## config.mk

```make
export PLATFORM = sky130hd
export DESIGN_NAME = spi_rx_status
export DESIGN_NICKNAME = d
export VERILOG_FILES = /design/src/rtl/spi_rxf_pkg.sv /design/src/rtl/spi_rxf_seen.sv /design/src/rtl/spi_rxf_flags.sv /design/src/rtl/spi_rxf_buf.sv /design/src/rtl/spi_rxf_irq.sv /design/src/rtl/spi_rx_status.sv
export SDC_FILE = /design/constraint.sdc
export NUM_CORES = 1
export LEC_CHECK = 0
export ABC_AREA = 0
export CORE_MARGIN = 2
export CORE_UTILIZATION = 41
export DETAILED_ROUTE_END_ITERATION = 12
export GPL_TIMING_DRIVEN = 0
export HOLD_SLACK_MARGIN = 0.05
export PLACE_DENSITY = 0.8
export SYNTH_ARGS = -nofsm -noshare
export SYNTH_HDL_FRONTEND = slang
export SYNTH_HIERARCHICAL = 1
export SYNTH_SLANG_ARGS = --single-unit
```

## constraint.sdc

```tcl
create_clock -name clk -period 2.01 [get_ports clk]
set_input_delay 0.402 -clock clk [delete_from_list [all_inputs] [get_ports clk]]
set_output_delay 0.402 -clock clk [all_outputs]
set_load 0.03 [all_outputs]
```

## src/rtl/spi_rxf_pkg.sv

```systemverilog
package spi_rxf_pkg;
  typedef struct packed {
    logic full;
    logic ovr;
  } rxf_flags_t;

  localparam rxf_flags_t FLAGS_NONE = '{full: 1'b0, ovr: 1'b0};
endpackage

```

## src/rtl/spi_rxf_seen.sv

```systemverilog
// Records which flags the most recent status read observed; a data read
// turns that record into a clear mask and consumes it.
module spi_rxf_seen
  import spi_rxf_pkg::*;
(
  input  logic       clk,
  input  logic       rst,
  input  logic       stat_rd,
  input  logic       data_rd,
  input  rxf_flags_t flags_q,
  output rxf_flags_t clr_mask,
  output rxf_flags_t seen_q
);
  always_comb begin
    clr_mask = data_rd ? seen_q : FLAGS_NONE;
  end

  always_ff @(posedge clk) begin
    if (rst) begin
      seen_q <= FLAGS_NONE;
    end else if (stat_rd) begin
      // a flag being cleared in this same cycle is not recorded as seen
      seen_q <= flags_q & ~clr_mask;
    end else if (data_rd) begin
      seen_q <= FLAGS_NONE;
    end
  end

  AST_UNSEEN_KEEP: assert property (@(posedge clk) disable iff (rst)
    data_rd && !seen_q.full && flags_q.full |=> flags_q.full)
    else $error("unobserved full flag was cleared");
endmodule

```

## src/rtl/spi_rxf_flags.sv

```systemverilog
// Flag next-state: clears are applied first, then the reception.
module spi_rxf_flags
  import spi_rxf_pkg::*;
(
  input  logic       clk,
  input  logic       rst,
  input  logic       rx_done,
  input  rxf_flags_t clr_mask,
  output rxf_flags_t flags_q,
  output rxf_flags_t flags_d,
  output logic       load
);
  rxf_flags_t after_clr;

  always_comb begin
    after_clr = flags_q & ~clr_mask;
    flags_d   = after_clr;
    load      = 1'b0;
    if (rx_done) begin
      if (after_clr.ovr) begin
        // overrun pending: byte dropped, nothing changes
      end else if (after_clr.full) begin
        flags_d.ovr = 1'b1;
      end else begin
        flags_d.full = 1'b1;
        load         = 1'b1;
      end
    end
  end

  always_ff @(posedge clk) begin
    if (rst) flags_q <= FLAGS_NONE;
    else     flags_q <= flags_d;
  end

  AST_FULL_SET: assert property (@(posedge clk) disable iff (rst)
    rx_done && !flags_q.full && !flags_q.ovr |=> flags_q.full)
    else $error("reception into empty buffer did not set full");

  AST_OVR_SET: assert property (@(posedge clk) disable iff (rst)
    rx_done && flags_q.full && !clr_mask.full |=> flags_q.ovr)
    else $error("reception into full buffer did not set overrun");

  AST_NO_FULL_IN_OVR: assert property (@(posedge clk) disable iff (rst)
    flags_q.ovr && !clr_mask.ovr && !flags_q.full |=> !flags_q.full)
    else $error("full set while overrun pending");
endmodule

```

## src/rtl/spi_rxf_buf.sv

```systemverilog
// Single-entry receive data register.
module spi_rxf_buf #(
  parameter int DATA_W = 8
) (
  input  logic              clk,
  input  logic              rst,
  input  logic              load,
  input  logic [DATA_W-1:0] din,
  output logic [DATA_W-1:0] data_q
);
  always_ff @(posedge clk) begin
    if (rst)       data_q <= '0;
    else if (load) data_q <= din;
  end
endmodule

```

## src/rtl/spi_rxf_irq.sv

```systemverilog
// Registered shared interrupt: receiver always, error sources gated.
module spi_rxf_irq #(
  parameter int FAULT_N = 1
) (
  input  logic               clk,
  input  logic               rst,
  input  logic               full_d,
  input  logic               ovr_d,
  input  logic               err_ie,
  input  logic [FAULT_N-1:0] fault,
  output logic               irq_q
);
  logic err_any;

  always_comb err_any = ovr_d | (|fault);

  always_ff @(posedge clk) begin
    if (rst) irq_q <= 1'b0;
    else     irq_q <= full_d | (err_ie & err_any);
  end
endmodule

```

## src/rtl/spi_rx_status.sv

```systemverilog
module spi_rx_status
  import spi_rxf_pkg::*;
#(
  parameter int DATA_W  = 8,
  parameter int FAULT_N = 1
) (
  input  logic               clk,
  input  logic               rst,
  input  logic               rx_done,
  input  logic [DATA_W-1:0]  rx_byte,
  input  logic               stat_rd,
  input  logic               data_rd,
  input  logic               err_ie,
  input  logic [FAULT_N-1:0] fault,
  output logic [DATA_W-1:0]  rd_data,
  output logic               full_flag,
  output logic               ovr_flag,
  output logic               irq
);
  rxf_flags_t flags_q, flags_d, clr_mask, seen_q;
  logic       load;

  spi_rxf_seen u_seen (
    .clk(clk), .rst(rst), .stat_rd(stat_rd), .data_rd(data_rd),
    .flags_q(flags_q), .clr_mask(clr_mask), .seen_q(seen_q)
  );

  spi_rxf_flags u_flags (
    .clk(clk), .rst(rst), .rx_done(rx_done), .clr_mask(clr_mask),
    .flags_q(flags_q), .flags_d(flags_d), .load(load)
  );

  spi_rxf_buf #(.DATA_W(DATA_W)) u_buf (
    .clk(clk), .rst(rst), .load(load), .din(rx_byte), .data_q(rd_data)
  );

  spi_rxf_irq #(.FAULT_N(FAULT_N)) u_irq (
    .clk(clk), .rst(rst), .full_d(flags_d.full), .ovr_d(flags_d.ovr),
    .err_ie(err_ie), .fault(fault), .irq_q(irq)
  );

  assign full_flag = flags_q.full;
  assign ovr_flag  = flags_q.ovr;

  AST_LOAD_DATA: assert property (@(posedge clk) disable iff (rst)
    rx_done && !full_flag && !ovr_flag |=> rd_data == $past(rx_byte))
    else $error("received byte not buffered");

  AST_OVR_HOLD: assert property (@(posedge clk) disable iff (rst)
    ovr_flag && !data_rd |=> $stable(rd_data))
    else $error("buffer changed during overrun");

  AST_FULL_IRQ: assert property (@(posedge clk) disable iff (rst)
    full_flag |-> irq)
    else $error("full flag without interrupt");

  AST_SEEN_SUBSET: assert property (@(posedge clk) disable iff (rst)
    $rose(seen_q.ovr) |-> ovr_flag || $past(ovr_flag))
    else $error("overrun recorded as seen while clear");
endmodule

```

# Word-level counts from Yosys, hierarchy flattened
# Index checks and enable logic that the tools add are counted.
[totals] reg_bits=13 input_bits=15 elab_cells=21 output_inout_bits=11
[classes] n_mux=9 n_reduce_logical=1 bitwise=5
[ops] op="2-to-1 mux 2 bit" n=5
[ops] op="2-to-1 mux 1 bit" n=4
[ops] op="bitwise AND 2 bit" n=1
[ops] op="NOT 2 bit" n=1
[ops] op="bitwise OR 1 bit" n=2
[ops] op="nonzero test 2 bit" n=1
[ops] op="bitwise AND 1 bit" n=1

# Longest topological paths before layout
# Gate-level depths: netlist of the first run.
[logic_depth] word_depth=9 ltp_mapped=6 depth_no_buf=5

# Hierarchy
# The synthesis of the first run kept the hierarchy.
[by_module_without_submodules] mod="spi_rxf_buf" cells_each=26 seq_area_each_um2=160.2 instances=1 area_per_inst_um2=285.3
[by_module_without_submodules] mod="spi_rxf_flags" cells_each=12 seq_area_each_um2=40.0 instances=1 area_per_inst_um2=146.4
[by_module_without_submodules] mod="spi_rxf_seen" cells_each=8 seq_area_each_um2=40.0 instances=1 area_per_inst_um2=82.6
[by_module_without_submodules] mod="spi_rxf_irq" cells_each=4 seq_area_each_um2=20.0 instances=1 area_per_inst_um2=33.8

# Least setup slack after synthesis of the first run
# Ideal clock, no wire load.
[synth_path] path_kind="input -> register" start="input data_rd" end="register u_buf.data_q[0]" setup_ps=124 cell_stages=6 arrival_time_ps=1204 path_slack_ps=681 path_buffers=1 t_required_ps=1886 path_cell_list="and2_1 -> nor2b_4 -> nor3b_2 -> buf_6 -> mux2i_1 -> nor2_1"
[synth_via] elab_chain_len=6
[synth_rtl] item="start, declared" line_no="spi_rx_status.sv:12" source="input logic data_rd,"
[synth_rtl] item="2-to-1 mux 2 bit (*)" line_no="spi_rxf_seen.sv:15" source="clr_mask = data_rd ? seen_q : FLAGS_NONE;"
[synth_rtl] item="NOT 2 bit (*)" line_no="spi_rxf_flags.sv:16" source="after_clr = flags_q & ~clr_mask;"
[synth_rtl] item="bitwise AND 2 bit (*)" line_no="spi_rxf_flags.sv:16"
[synth_rtl] item="2-to-1 mux 1 bit" line_no="spi_rxf_flags.sv:22" source="end else if (after_clr.full) begin"
[synth_rtl] item="2-to-1 mux 1 bit (*)" line_no="spi_rxf_flags.sv:20" source="if (after_clr.ovr) begin"
[synth_rtl] item="2-to-1 mux 1 bit (*)" line_no="spi_rxf_flags.sv:19" source="if (rx_done) begin"
[synth_rtl] item="named net load" line_no="spi_rx_status.sv:21" source="logic load;"
[synth_rtl] item="end signal, assigned" line_no="spi_rxf_buf.sv:13" source="else if (load) data_q <= din;"
[synth_rtl] item="end, declared" line_no="spi_rxf_buf.sv:9" source="output logic [DATA_W-1:0] data_q"
# The timed path passes the listed nets; every way through them passes the cells marked *.
# A chain may end at the register's enable or synchronous reset.

# Worst setup path after layout of the first run
[layout_path] start="register, netlist name u_flags/flags_q[0]" end="output ovr_flag"
[layout_rtl] item="end, declared" line_no="spi_rx_status.sv:17" source="output logic ovr_flag,"
# No word-level cell between the ends.

==> metrics.md, run 1 <==
| Metric | Value |
|---|---|
| Status | completed |
| Synth unique cells | 17 |
| Cell Chain, Critical Path | clkdlybuf4s50_1 |
| Pre-Repair DR Iteration Count | 4 |
| Core ar. | about 1300 µm² |
| Main area contributors after synthesis | dfxtp_1, mux2i_1, nor2_1 |
| GRT met2 Usage | 0.226 |
| Nets | between 90 and 100 |
| Post-DP HPWL | between 800 and 900 µm |
| CTS sink count | 13 |
| Ys async rst share | 0 |
| CTS buffer count | 3 |
| Seq/Total Area, Yosys | 0.475 |
| Final Setup Violations | 0 |
| Fin crit period | about 1.8 ns |
| GR Layer Usage met3 | 0.0833 |
| Worst-path clk slew | about 0.070 ns |
| IO buf count | 25 |
| Syn Inst Count | 50 |
| RD Place Congestion | slightly below 0.7 |
| Area Overhead vs Synth | 53.9% |
| H-Tree Depth | 1 |
| Layout cells sized above 1 | 0.127 |
| Main synth FF type | dfxtp_1 |
| Synth top cells by count | dfxtp_1, mux2i_1, nor2_1 |
| Finished Layout Cells | between 90 and 100 |
| Die X | about 40 µm |
| First-pass GRT wire length | ~1600 µm |
| Fin Clk Skew | about 0.0017 ns |
| Area of the mapped netlist | approximately 550 µm² |
| Maxcap violations | 0 |
| Syn nets | 65 |
| Final slew viol count | 0 |
| Top-count cell post-synth | dfxtp_1 |
| Required @ worst endpoint | about 1.6 ns |
| Hold crit path type | reg2reg |
| Die area | around 1600 µm² |
| Crit-path max FO | 4 |
| Antenna violations before repair | 0 |
| WL/cell | roughly 11 µm |
| Yosys warning total | 6 |
| Top delay family on crit path | buffers and inverters |
| Post-Route WL | ~1100 µm |
| Worst-Margin Slew | between 0.3 and 0.4 ns |
| DRT antenna net count | 0 |
| Global route overflow | 0 |
| Top cell type by total area after synthesis | dfxtp_1 |
| Max clock buf depth | 2 |
| Die Ht | roughly 40 µm |
| Post-DR vias/cell | 4.72 |
| Synth Area per Inst | roughly 11 µm² |
| Reg2Reg Setup Slack | around 0.68 ns |
| Vias in the first global route | around 370 |
| IR drop worst, VDD | 659 µV |
| CTS tree | yes |
| Final worst path period share | 0.893 |
| Fmax | ~560 MHz |
| Placed cell areas | approximately 820 µm² |
| PostCTS Resize Cnt | 0 |
| Initial core utilization | 0.432 |
| Total Routing Usage GR | 0.159 |
| Placed insts | 90 |
| Largest net degree at the start of global routing | 9 |
| Number of fill cells in the layout | 106 |
| PwrDens | roughly 750 nW/µm² |
| Yosys reg bits | 13 |
| Leak | approximately 0.00035 µW |
| Iter 0 DRT Violations | 13 |
| ANT cells | 0 |
| I/O Pins | 26 |
| Clock Latency Late Sink | about 0.28 ns |
| CP bufs+invs | 1 |
| DR vias | around 440 |
| Crit-path max cell delay | about 0.70 ns |
| Met1 GRT Util | 0.183 |
| Area share of the largest cell type after synthesis | 0.475 |
| CP max stage cell | clkdlybuf4s50_1 |
| Critical Path AT | ~1.4 ns |
| Hold_buf cts | 0 |
| Crit start category | flop |
| Relative slew slack | 0.764 |
| Row cnt | 13 |
| CP Class | reg2out |
| Number of enable flip-flop cells after synthesis | 0 |
| Clock root buffer | clkbuf_4 |
| Crit end category | output pin |
| Sum Neg Setup Slack | 0 ns |
| Most used routing layer | met2 |
| Final Cell Area | 843 µm² |
| RSZ-0062 raised after global routing | no |
| Setup repair bufs after CTS | 0 |
| Pwr Total | about 630 µW |
| Final Hold Vio Count | 0 |
| DR DRC count | 0 |
==> layout make-up <==
cell class / count / area [µm²] / area share
buffer: 2 / 15.0 / 0.0178
inverter: 2 / 7.51 / 0.00890
clock buffer: 4 / 26.3 / 0.0312
timing repair buffer: 25 / 250 / 0.297
sequential: 13 / 260 / 0.309
tap: 15 / 18.8 / 0.0223
multi-input combinational: 33 / 265 / 0.315
==> power by group <==
part	switching, µW	internal, µW
combinational	84.5	95.8
clock	80.5	77.1
sequential	12.7	279
==> routing by layer <==
metal  routed length, µm  share of wire
met3                  51          0.048
met1                 453           0.43
met2                 538           0.51
met5                   0              0
met4                  13          0.012
==> cells by family (layout without fill, tap and decap cells) <==
kind of cell,after synthesis,count (layout),share of synthesized area
flops,13,13,0.475
mux,10,10,0.183
simple gates,17,17,0.210
buf+inv,4,33,0.0411
compound gates,6,6,0.0913
==> sequential cells by signal (all words and copies together), names as in the netlist <==
| register | flops |
|---|---|
| u_seen/seen_q | 2 |
| u_buf/data_q | 8 |
| u_flags/flags_q | 2 |
| u_irq/irq_q | 1 |
==> cells in the final DEF, fill, tap and decap left out <==
| master | instances |
|---|---|
| clkdlybuf4s50_1 | 25 |
| dfxtp_1 | 13 |
| mux2i_1 | 10 |
| nor2_1 | 8 |
| clkbuf_4 | 3 |
| a21o_1 | 2 |
| nand2b_4 | 2 |
| inv_1 | 2 |
| and2_1 | 2 |
| nor3_1 | 2 |
| clkbuf_1 | 1 |
| buf_1 | 1 |
| buf_6 | 1 |
| nor2b_2 | 1 |
| nor2b_4 | 1 |
| nor3b_2 | 1 |
| o32ai_1 | 1 |
| o32ai_2 | 1 |
| o21ai_1 | 1 |
| a21oi_1 | 1 |
==> through the flow <==
stage / utilization / setup slack (ns) / hold WS [ns]
2_1_floorplan: - / 0.681 / 0.471
3_3_place_gp: 0.644 / 0.109 / 0.472
3_5_place_dp: 0.644 / 0.105 / 0.485
4_1_cts: 0.665 / 0.200 / 0.505
5_1_grt: 0.665 / 0.151 / 0.527
6_report: 0.665 / 0.215 / 0.499
==> path summary, 6_finish.rpt <==
kind / from / end / cells after the start
setup / recovery: u_flags/flags_q[0]$_SDFF_PP0_ / ovr_flag / 1
hold / removal: u_buf/data_q[0]$_SDFFE_PP0P_ / u_buf/data_q[0]$_SDFFE_PP0P_ / 2
hold reg to reg: u_buf/data_q[0]$_SDFFE_PP0P_ / u_buf/data_q[0]$_SDFFE_PP0P_ / 2
setup reg to reg: u_seen/seen_q[1]$_SDFFE_PP0P_ / u_buf/data_q[4]$_SDFFE_PP0P_ / 6
(Power assumes the default switching activity.)
==> run 2, diff against run 1 <==
==> constraint.sdc (replaced) <==
create_clock -name clk -period 2.01 [get_ports clk]
set_input_delay 0.402 -clock clk [delete_from_list [all_inputs] [get_ports clk]]
set_output_delay 0.402 -clock clk [all_outputs]
set_load 0.02 [all_outputs]
==> results of run 2 <==
The final DEF is identical to that of run 1. Status: completed.
Main changes from that run: setup slack after layout 0.215 ns -> 0.282 ns; total power 629 µW -> 615 µW; worst IR drop on VDD 659 µV -> 654 µV
